$ cat src/rtl/hostreg_pkg.sv
package hostreg_pkg;

    localparam int unsigned PORT_W = 3;

    typedef enum logic [PORT_W-1:0] {
        PORT_SLV  = 3'd0,
        PORT_CIDX = 3'd1,
        PORT_CDAT = 3'd2,
        PORT_BCTL = 3'd3,
        PORT_ISRC = 3'd4
    } port_e;

    // slave control field positions
    localparam int unsigned SLV_SRST_BIT = 0;
    localparam int unsigned SLV_WIN_BIT  = 1;
    localparam int unsigned SLV_CLK_LSB  = 2;

    // bridge control field position
    localparam int unsigned BCTL_IEN_BIT = 0;

    localparam int unsigned BYTE_W = 8;

endpackage

$ cat src/rtl/hostreg_slvctl.sv
module hostreg_slvctl
    import hostreg_pkg::*;
#(
    parameter int unsigned DATA_W = 16,
    parameter int unsigned CLK_W  = 2
) (
    input  logic              clk,
    input  logic              rst_n,
    input  logic              wr_i,
    input  logic [DATA_W-1:0] wdata_i,
    output logic              srst_o,
    output logic              win_o,
    output logic [CLK_W-1:0]  clk_ctl_o,
    output logic [DATA_W-1:0] rdata_o
);

    localparam int unsigned FIELD_W = SLV_CLK_LSB + CLK_W;

    typedef struct packed {
        logic [CLK_W-1:0] clk_ctl;
        logic             win;
        logic             srst;
    } slv_t;

    slv_t slv_d, slv_q;

    always_comb begin
        slv_d = slv_q;
        if (wr_i) begin
            slv_d.srst    = wdata_i[SLV_SRST_BIT];
            slv_d.win     = wdata_i[SLV_WIN_BIT];
            slv_d.clk_ctl = wdata_i[SLV_CLK_LSB +: CLK_W];
        end
    end

    always_ff @(posedge clk or negedge rst_n) begin
        if (!rst_n) slv_q <= '0;
        else        slv_q <= slv_d;
    end

    logic spare_unused;
    assign spare_unused = ^wdata_i[DATA_W-1:FIELD_W];

    always_comb begin
        rdata_o = '0;
        rdata_o[SLV_SRST_BIT]            = slv_q.srst;
        rdata_o[SLV_WIN_BIT]             = slv_q.win;
        rdata_o[SLV_CLK_LSB +: CLK_W]    = slv_q.clk_ctl;
    end

    assign srst_o    = slv_q.srst;
    assign win_o     = slv_q.win;
    assign clk_ctl_o = slv_q.clk_ctl;

    // a host write lands on the next edge
    p_slv_write_r2: assert property (@(posedge clk) disable iff (!rst_n)
        wr_i |=> (srst_o == $past(wdata_i[SLV_SRST_BIT])) && (win_o == $past(wdata_i[SLV_WIN_BIT])));

endmodule

$ cat src/rtl/hostreg_cfgspace.sv
module hostreg_cfgspace
    import hostreg_pkg::*;
#(
    parameter int unsigned DATA_W = 16,
    parameter int unsigned NCFG   = 16
) (
    input  logic                   clk,
    input  logic                   rst_n,
    input  logic                   win_i,
    input  logic                   srst_i,
    input  logic                   idx_wr_i,
    input  logic                   dat_wr_i,
    input  logic [DATA_W-1:0]      wdata_i,
    output logic [DATA_W-1:0]      idx_rdata_o,
    output logic [DATA_W-1:0]      dat_rdata_o,
    output logic [NCFG*BYTE_W-1:0] bytes_o
);

    localparam int unsigned IDX_W = (NCFG > 1) ? $clog2(NCFG) : 1;

    typedef struct packed {
        logic [IDX_W-1:0]             idx;
        logic [NCFG-1:0][BYTE_W-1:0]  bank;
    } cfg_t;

    cfg_t cfg_d, cfg_q;

    always_comb begin
        cfg_d = cfg_q;
        if (srst_i) begin
            cfg_d = '0;
        end else if (win_i) begin
            if (idx_wr_i) cfg_d.idx = wdata_i[IDX_W-1:0];
            if (dat_wr_i) cfg_d.bank[cfg_q.idx] = wdata_i[BYTE_W-1:0];
        end
    end

    always_ff @(posedge clk or negedge rst_n) begin
        if (!rst_n) cfg_q <= '0;
        else        cfg_q <= cfg_d;
    end

    logic upper_unused;
    assign upper_unused = ^wdata_i[DATA_W-1:BYTE_W];

    always_comb begin
        idx_rdata_o = '0;
        dat_rdata_o = '0;
        if (win_i) begin
            idx_rdata_o[IDX_W-1:0]  = cfg_q.idx;
            dat_rdata_o[BYTE_W-1:0] = cfg_q.bank[cfg_q.idx];
        end
    end

    for (genvar g = 0; g < NCFG; g++) begin : g_flat
        assign bytes_o[g*BYTE_W +: BYTE_W] = cfg_q.bank[g];
    end

    // closed window leaves the bank and the index alone
    p_closed_window_r4: assert property (@(posedge clk) disable iff (!rst_n)
        ((idx_wr_i || dat_wr_i) && !win_i && !srst_i) |=> $stable(cfg_q));

    // an open-window data write lands at the index held before the edge
    p_byte_store_r3: assert property (@(posedge clk) disable iff (!rst_n)
        (dat_wr_i && win_i && !srst_i) |=> (cfg_q.bank[$past(cfg_q.idx)] == $past(wdata_i[BYTE_W-1:0])));

    // soft reset empties the space one edge later
    p_srst_empty_r6: assert property (@(posedge clk) disable iff (!rst_n)
        srst_i |=> (cfg_q == '0));

endmodule

$ cat src/rtl/hostreg_irq.sv
module hostreg_irq
    import hostreg_pkg::*;
#(
    parameter int unsigned DATA_W = 16,
    parameter int unsigned SRC_W  = 16
) (
    input  logic              clk,
    input  logic              rst_n,
    input  logic              srst_i,
    input  logic              bctl_wr_i,
    input  logic              src_wr_i,
    input  logic [DATA_W-1:0] wdata_i,
    input  logic [SRC_W-1:0]  evt_i,
    output logic [DATA_W-1:0] bctl_rdata_o,
    output logic [DATA_W-1:0] src_rdata_o,
    output logic              irq_o
);

    typedef struct packed {
        logic             ien;
        logic [SRC_W-1:0] src;
    } irq_t;

    irq_t irq_d, irq_q;
    logic [SRC_W-1:0] keep_mask;

    always_comb begin
        keep_mask = src_wr_i ? wdata_i[SRC_W-1:0] : '1;
        irq_d     = irq_q;
        if (srst_i) begin
            irq_d = '0;
        end else begin
            if (bctl_wr_i) irq_d.ien = wdata_i[BCTL_IEN_BIT];
            // complement-clear first, then the set pulses win
            irq_d.src = (irq_q.src & keep_mask) | evt_i;
        end
    end

    always_ff @(posedge clk or negedge rst_n) begin
        if (!rst_n) irq_q <= '0;
        else        irq_q <= irq_d;
    end

    always_comb begin
        bctl_rdata_o               = '0;
        bctl_rdata_o[BCTL_IEN_BIT] = irq_q.ien;
        src_rdata_o                = '0;
        src_rdata_o[SRC_W-1:0]     = irq_q.src;
    end

    assign irq_o = irq_q.ien && (irq_q.src != '0);

    // every pulsed source is pending after the edge, clear or not
    p_set_wins_r10: assert property (@(posedge clk) disable iff (!rst_n)
        ((evt_i != '0) && !srst_i) |=> ((irq_q.src & $past(evt_i)) == $past(evt_i)));

    // a quiet clear write keeps exactly the bits written as one
    p_cpl_clear_r9: assert property (@(posedge clk) disable iff (!rst_n)
        (src_wr_i && (evt_i == '0) && !srst_i) |=> (irq_q.src == ($past(irq_q.src) & $past(wdata_i[SRC_W-1:0]))));

    // soft reset drops interrupt state and the line
    p_srst_quiet_r6: assert property (@(posedge clk) disable iff (!rst_n)
        srst_i |=> ((irq_q == '0) && !irq_o));

endmodule

$ cat src/rtl/hostreg_top.sv
module hostreg_top
    import hostreg_pkg::*;
#(
    parameter int unsigned DATA_W = 16,
    parameter int unsigned CLK_W  = 2,
    parameter int unsigned NCFG   = 16,
    parameter int unsigned SRC_W  = 16
) (
    input  logic                   clk,
    input  logic                   rst_n,
    input  logic                   host_wr,
    input  logic [PORT_W-1:0]      host_addr,
    input  logic [DATA_W-1:0]      host_wdata,
    output logic [DATA_W-1:0]      host_rdata,
    input  logic [SRC_W-1:0]       dsp_evt,
    output logic                   host_irq,
    output logic                   soft_rst,
    output logic [CLK_W-1:0]       clk_ctl,
    output logic [NCFG*BYTE_W-1:0] cfg_bytes
);

    logic wr_slv, wr_cidx, wr_cdat, wr_bctl, wr_isrc;
    logic win;
    logic [DATA_W-1:0] rd_slv, rd_cidx, rd_cdat, rd_bctl, rd_isrc;

    always_comb begin
        wr_slv  = host_wr && (host_addr == PORT_SLV);
        wr_cidx = host_wr && (host_addr == PORT_CIDX);
        wr_cdat = host_wr && (host_addr == PORT_CDAT);
        wr_bctl = host_wr && (host_addr == PORT_BCTL);
        wr_isrc = host_wr && (host_addr == PORT_ISRC);
    end

    hostreg_slvctl #(.DATA_W(DATA_W), .CLK_W(CLK_W)) u_slv (
        .clk       (clk),
        .rst_n     (rst_n),
        .wr_i      (wr_slv),
        .wdata_i   (host_wdata),
        .srst_o    (soft_rst),
        .win_o     (win),
        .clk_ctl_o (clk_ctl),
        .rdata_o   (rd_slv)
    );

    hostreg_cfgspace #(.DATA_W(DATA_W), .NCFG(NCFG)) u_cfg (
        .clk         (clk),
        .rst_n       (rst_n),
        .win_i       (win),
        .srst_i      (soft_rst),
        .idx_wr_i    (wr_cidx),
        .dat_wr_i    (wr_cdat),
        .wdata_i     (host_wdata),
        .idx_rdata_o (rd_cidx),
        .dat_rdata_o (rd_cdat),
        .bytes_o     (cfg_bytes)
    );

    hostreg_irq #(.DATA_W(DATA_W), .SRC_W(SRC_W)) u_irq (
        .clk          (clk),
        .rst_n        (rst_n),
        .srst_i       (soft_rst),
        .bctl_wr_i    (wr_bctl),
        .src_wr_i     (wr_isrc),
        .wdata_i      (host_wdata),
        .evt_i        (dsp_evt),
        .bctl_rdata_o (rd_bctl),
        .src_rdata_o  (rd_isrc),
        .irq_o        (host_irq)
    );

    always_comb begin
        case (host_addr)
            PORT_SLV:  host_rdata = rd_slv;
            PORT_CIDX: host_rdata = rd_cidx;
            PORT_CDAT: host_rdata = rd_cdat;
            PORT_BCTL: host_rdata = rd_bctl;
            PORT_ISRC: host_rdata = rd_isrc;
            default:   host_rdata = '0;
        endcase
    end

    // the line only rises after a pulse or an enable write
    p_irq_cause_r11: assert property (@(posedge clk) disable iff (!rst_n)
        $rose(host_irq) |-> ($past(dsp_evt) != '0) || $past(wr_bctl));

endmodule

$ cat config.mk
export PLATFORM = sky130hd
export DESIGN_NAME = hostreg_top
export DESIGN_NICKNAME = d
export VERILOG_FILES = /design/src/rtl/hostreg_pkg.sv /design/src/rtl/hostreg_slvctl.sv /design/src/rtl/hostreg_cfgspace.sv /design/src/rtl/hostreg_irq.sv /design/src/rtl/hostreg_top.sv
export SDC_FILE = /design/constraint.sdc
export NUM_CORES = 1
export LEC_CHECK = 0
export BUFFER_PORTS_ARGS = -buffer_cell sky130_fd_sc_hd__buf_2
export CAP_MARGIN = 20
export CORE_ASPECT_RATIO = 1.1
export CORE_MARGIN = 10
export CORE_UTILIZATION = 35
export DETAILED_ROUTE_END_ITERATION = 6
export PLACE_DENSITY = 0.54
export SETUP_SLACK_MARGIN = 0.05
export SYNTH_ARGS = -nofsm -noshare
export SYNTH_HDL_FRONTEND = slang
export SYNTH_SLANG_ARGS = --single-unit
$ cat constraint.sdc
create_clock -name clk -period 3.96 [get_ports clk]
set_input_delay 0.792 -clock clk [delete_from_list [all_inputs] [get_ports clk]]
set_output_delay 0.792 -clock clk [all_outputs]
set_load 0.1 [all_outputs]
==> results.txt <==
status: complete, no violations
hold_ws: 0.351 ns
Die H: 189 um
synth-to-layout area growth: 8.98%
synthesized cell area: 0.00913 sq mm
crit path cell chain: nor2b_1, a41oi_1, o221ai_1, buf_2
initial antenna violation count: 0
number of inserted diodes: 0
CTS root buffer: clkbuf_16
post-CTS setup buffer count: 0
Post-synth EDFFs: 0
H-tree depth: 4
syn_area_per_cell: 11.3 sq um
crit path kind: flop to primary output
largest net degree at the start of global routing: 89
Pre-Repair DR Iteration Count: 5
# IOs: 186
initial DRC count: 392
CTS tree: built
unrepaired setup endpoints after global routing: false
Setup TNS Final: 0 ns
Die X: 174 um
initial core utilization: 35.8%
vias per std cell: 4.94
leakage: 5.42 nW
number of distinct library cells after synthesis: 45
slowest cell on the critical path: nor2b_1
ranking of synthesized cells by area: dfrtp_1, mux2i_1, buf_4, nand2b_1, mux4_2
final hold violation count: 0
I/O Buffers: 185
Crit. End Element: primary output
min-delay worst type: input port to async pin
worst-path fanout max: 29
CTS Buffer Depth: 2
Least-Margin Pin Slew: 1.00 ns
Tcrit/Tclk final: 92.4%
vias: 5904
PwrDens: 407 mW/mm^2
commonest cells in the netlist: dfrtp_1, mux2i_1, nand2b_1
Post-DRT Antenna Nets: 0
total wire length: 27600 um
Final Max Tran Viols: 0
Resized cells post-CTS: 0
ys flop type: dfrtp_1
Final GP Congestion: 0.823
count of final setup violators: 0
CORE AREA: 0.0255 sq mm
Setup Skew: 0.00821 ns
Global Route Usage Sum: 16.6%
post-synthesis register bit count: 153
Syn. warnings: 0
die area: 0.0330 sq mm
DR WL/cell: 23.1 um
Fmax: 273 MHz
FILL cells: 2568
total design power: 4.05 mW
Clk Latency, worst-skew pair: 0.42 ns
area leader, netlist: dfrtp_1
fin util: 39.0%
post-synthesis cell count: 811
Worst-path clk slew: 0.06 ns
net count after synthesis: 849
post-place setup slack: 0.669 ns
HPWL Detailed: 19700 um
max_cap viols: 0
share of post-route cells with drive strength above 1: 32.8%
crit path DAT: 2.87 ns
normalized max-slew margin: 33.0%
register area share after synthesis: 41.9%
CTS Hold Bufs: 0
minimum clock period: 3.66 ns
count leader, synth: dfrtp_1
DRC Markers: 0
Worst VDD drop: 235 uV
Nets: 875
TritonCTS buffer count: 17
CTS Sinks: 153
Rows: 61
number of global-route vias before repair: 6145
top-area cell type share of the netlist area: 41.9%
CP Launch Type: flop
PnR worst setup slack: 0.301 ns
Crit path required time: 3.17 ns
fraction of registers with async set/reset: 100%
GR Overflow Total: 0
CP max stage delay: 0.79 ns
first-pass GRT wire length: 41700 um
## sequential cells by signal, summed over array words and instances (netlist names)
register            flops
u_cfg.bytes_o         128
u_cfg.cfg_q             4
u_irq.bctl_rdata_o      1
u_irq.src_rdata_o      16
u_slv.clk_ctl_o         2
u_slv.srst_o            1
u_slv.win_o             1
## per-stage QoR
| step | std cells | instance area, sq um |
|---|---|---|
| final | 1196 | 9950 |
| after CTS | 1196 | 9950 |
| after global routing | 1196 | 9950 |
| after global placement | 1164 | 9330 |
| after floorplan | 811 | 9130 |
| after detailed placement | 1164 | 9330 |
## worst max-delay path: cells and delay by family (launching register included)
kind            cells  cell delay, ns
compound gates      2            0.42
buf+inv             1            0.49
flops               1            0.73
simple gates        1            0.79
## kinds of logic after synthesis
| logic type | share of synthesized area, % |
|---|---|
| and+or+nand+nor | 15.5 |
| buffers and inverters | 15.0 |
| muxes | 23.8 |
| DFF | 41.9 |
| AOI/OAI and AO/OA | 3.81 |
## cells in the final DEF (no fill, tap or decap), types with 5 or more instances in the layout
master / count
and2_1: 10
clkbuf_16: 17
inv_1: 18
or3_1: 5
a21oi_1: 25
nand2b_1: 138
buf_4: 10
nor2_1: 9
mux2i_1: 140
dfrtp_1: 150
o21ai_0: 17
nand3_4: 8
nand2_1: 19
nand3_1: 5
mux4_2: 30
buf_2: 183
## metal layers
layer	vias up	share of wire [%]	routed length [um]	global-route usage, %
li1	2686	-	-	-
met1	2986	45	12300	21.4
met2	214	47	12900	26.3
met3	18	7.7	2120	5.31
met4	0	1.2	320	4.44
met5	-	0	0	0
## worst paths after layout
check                                                       start                           endpoint  slack [ns]  cells after the start
max in group asynchronous                                   rst_n      u_cfg.bytes_o[23]$_DFFE_PN0P_        2.70                      2
worst max-delay path                 u_cfg.cfg_q[130]$_DFFE_PN0P_                      host_rdata[3]        0.30                      4
worst min register to register  u_irq.bctl_rdata_o[0]$_DFFE_PN0P_  u_irq.bctl_rdata_o[0]$_DFFE_PN0P_        0.53                      2
worst min-delay path                                        rst_n    u_irq.src_rdata_o[10]$_DFF_PN0_        0.35                      1
worst max register to register           u_slv.srst_o$_DFFE_PN0P_     u_cfg.bytes_o[106]$_DFFE_PN0P_        1.58                      3
min in group clk                u_irq.bctl_rdata_o[0]$_DFFE_PN0P_  u_irq.bctl_rdata_o[0]$_DFFE_PN0P_        0.53                      2
## area by class of cell
class | count | area [sq um] | share of cell area (%)
Timing Repair Buffer | 197 | 1060 | 10.7
Inverter | 18 | 67.6 | 0.679
Multi-Input combinational cell | 450 | 3930 | 39.5
Clock buffer | 20 | 457 | 4.59
Clock inverter | 12 | 163 | 1.63
Sequential cell | 153 | 3830 | 38.5
Tap cell | 346 | 433 | 4.35
## power by group
group / internal [mW] / switching, mW
clock: 1.04 / 0.689
combinational: 0.201 / 0.435
sequential: 1.62 / 0.0716
Note: power is estimated with default switching activity, not from simulation.
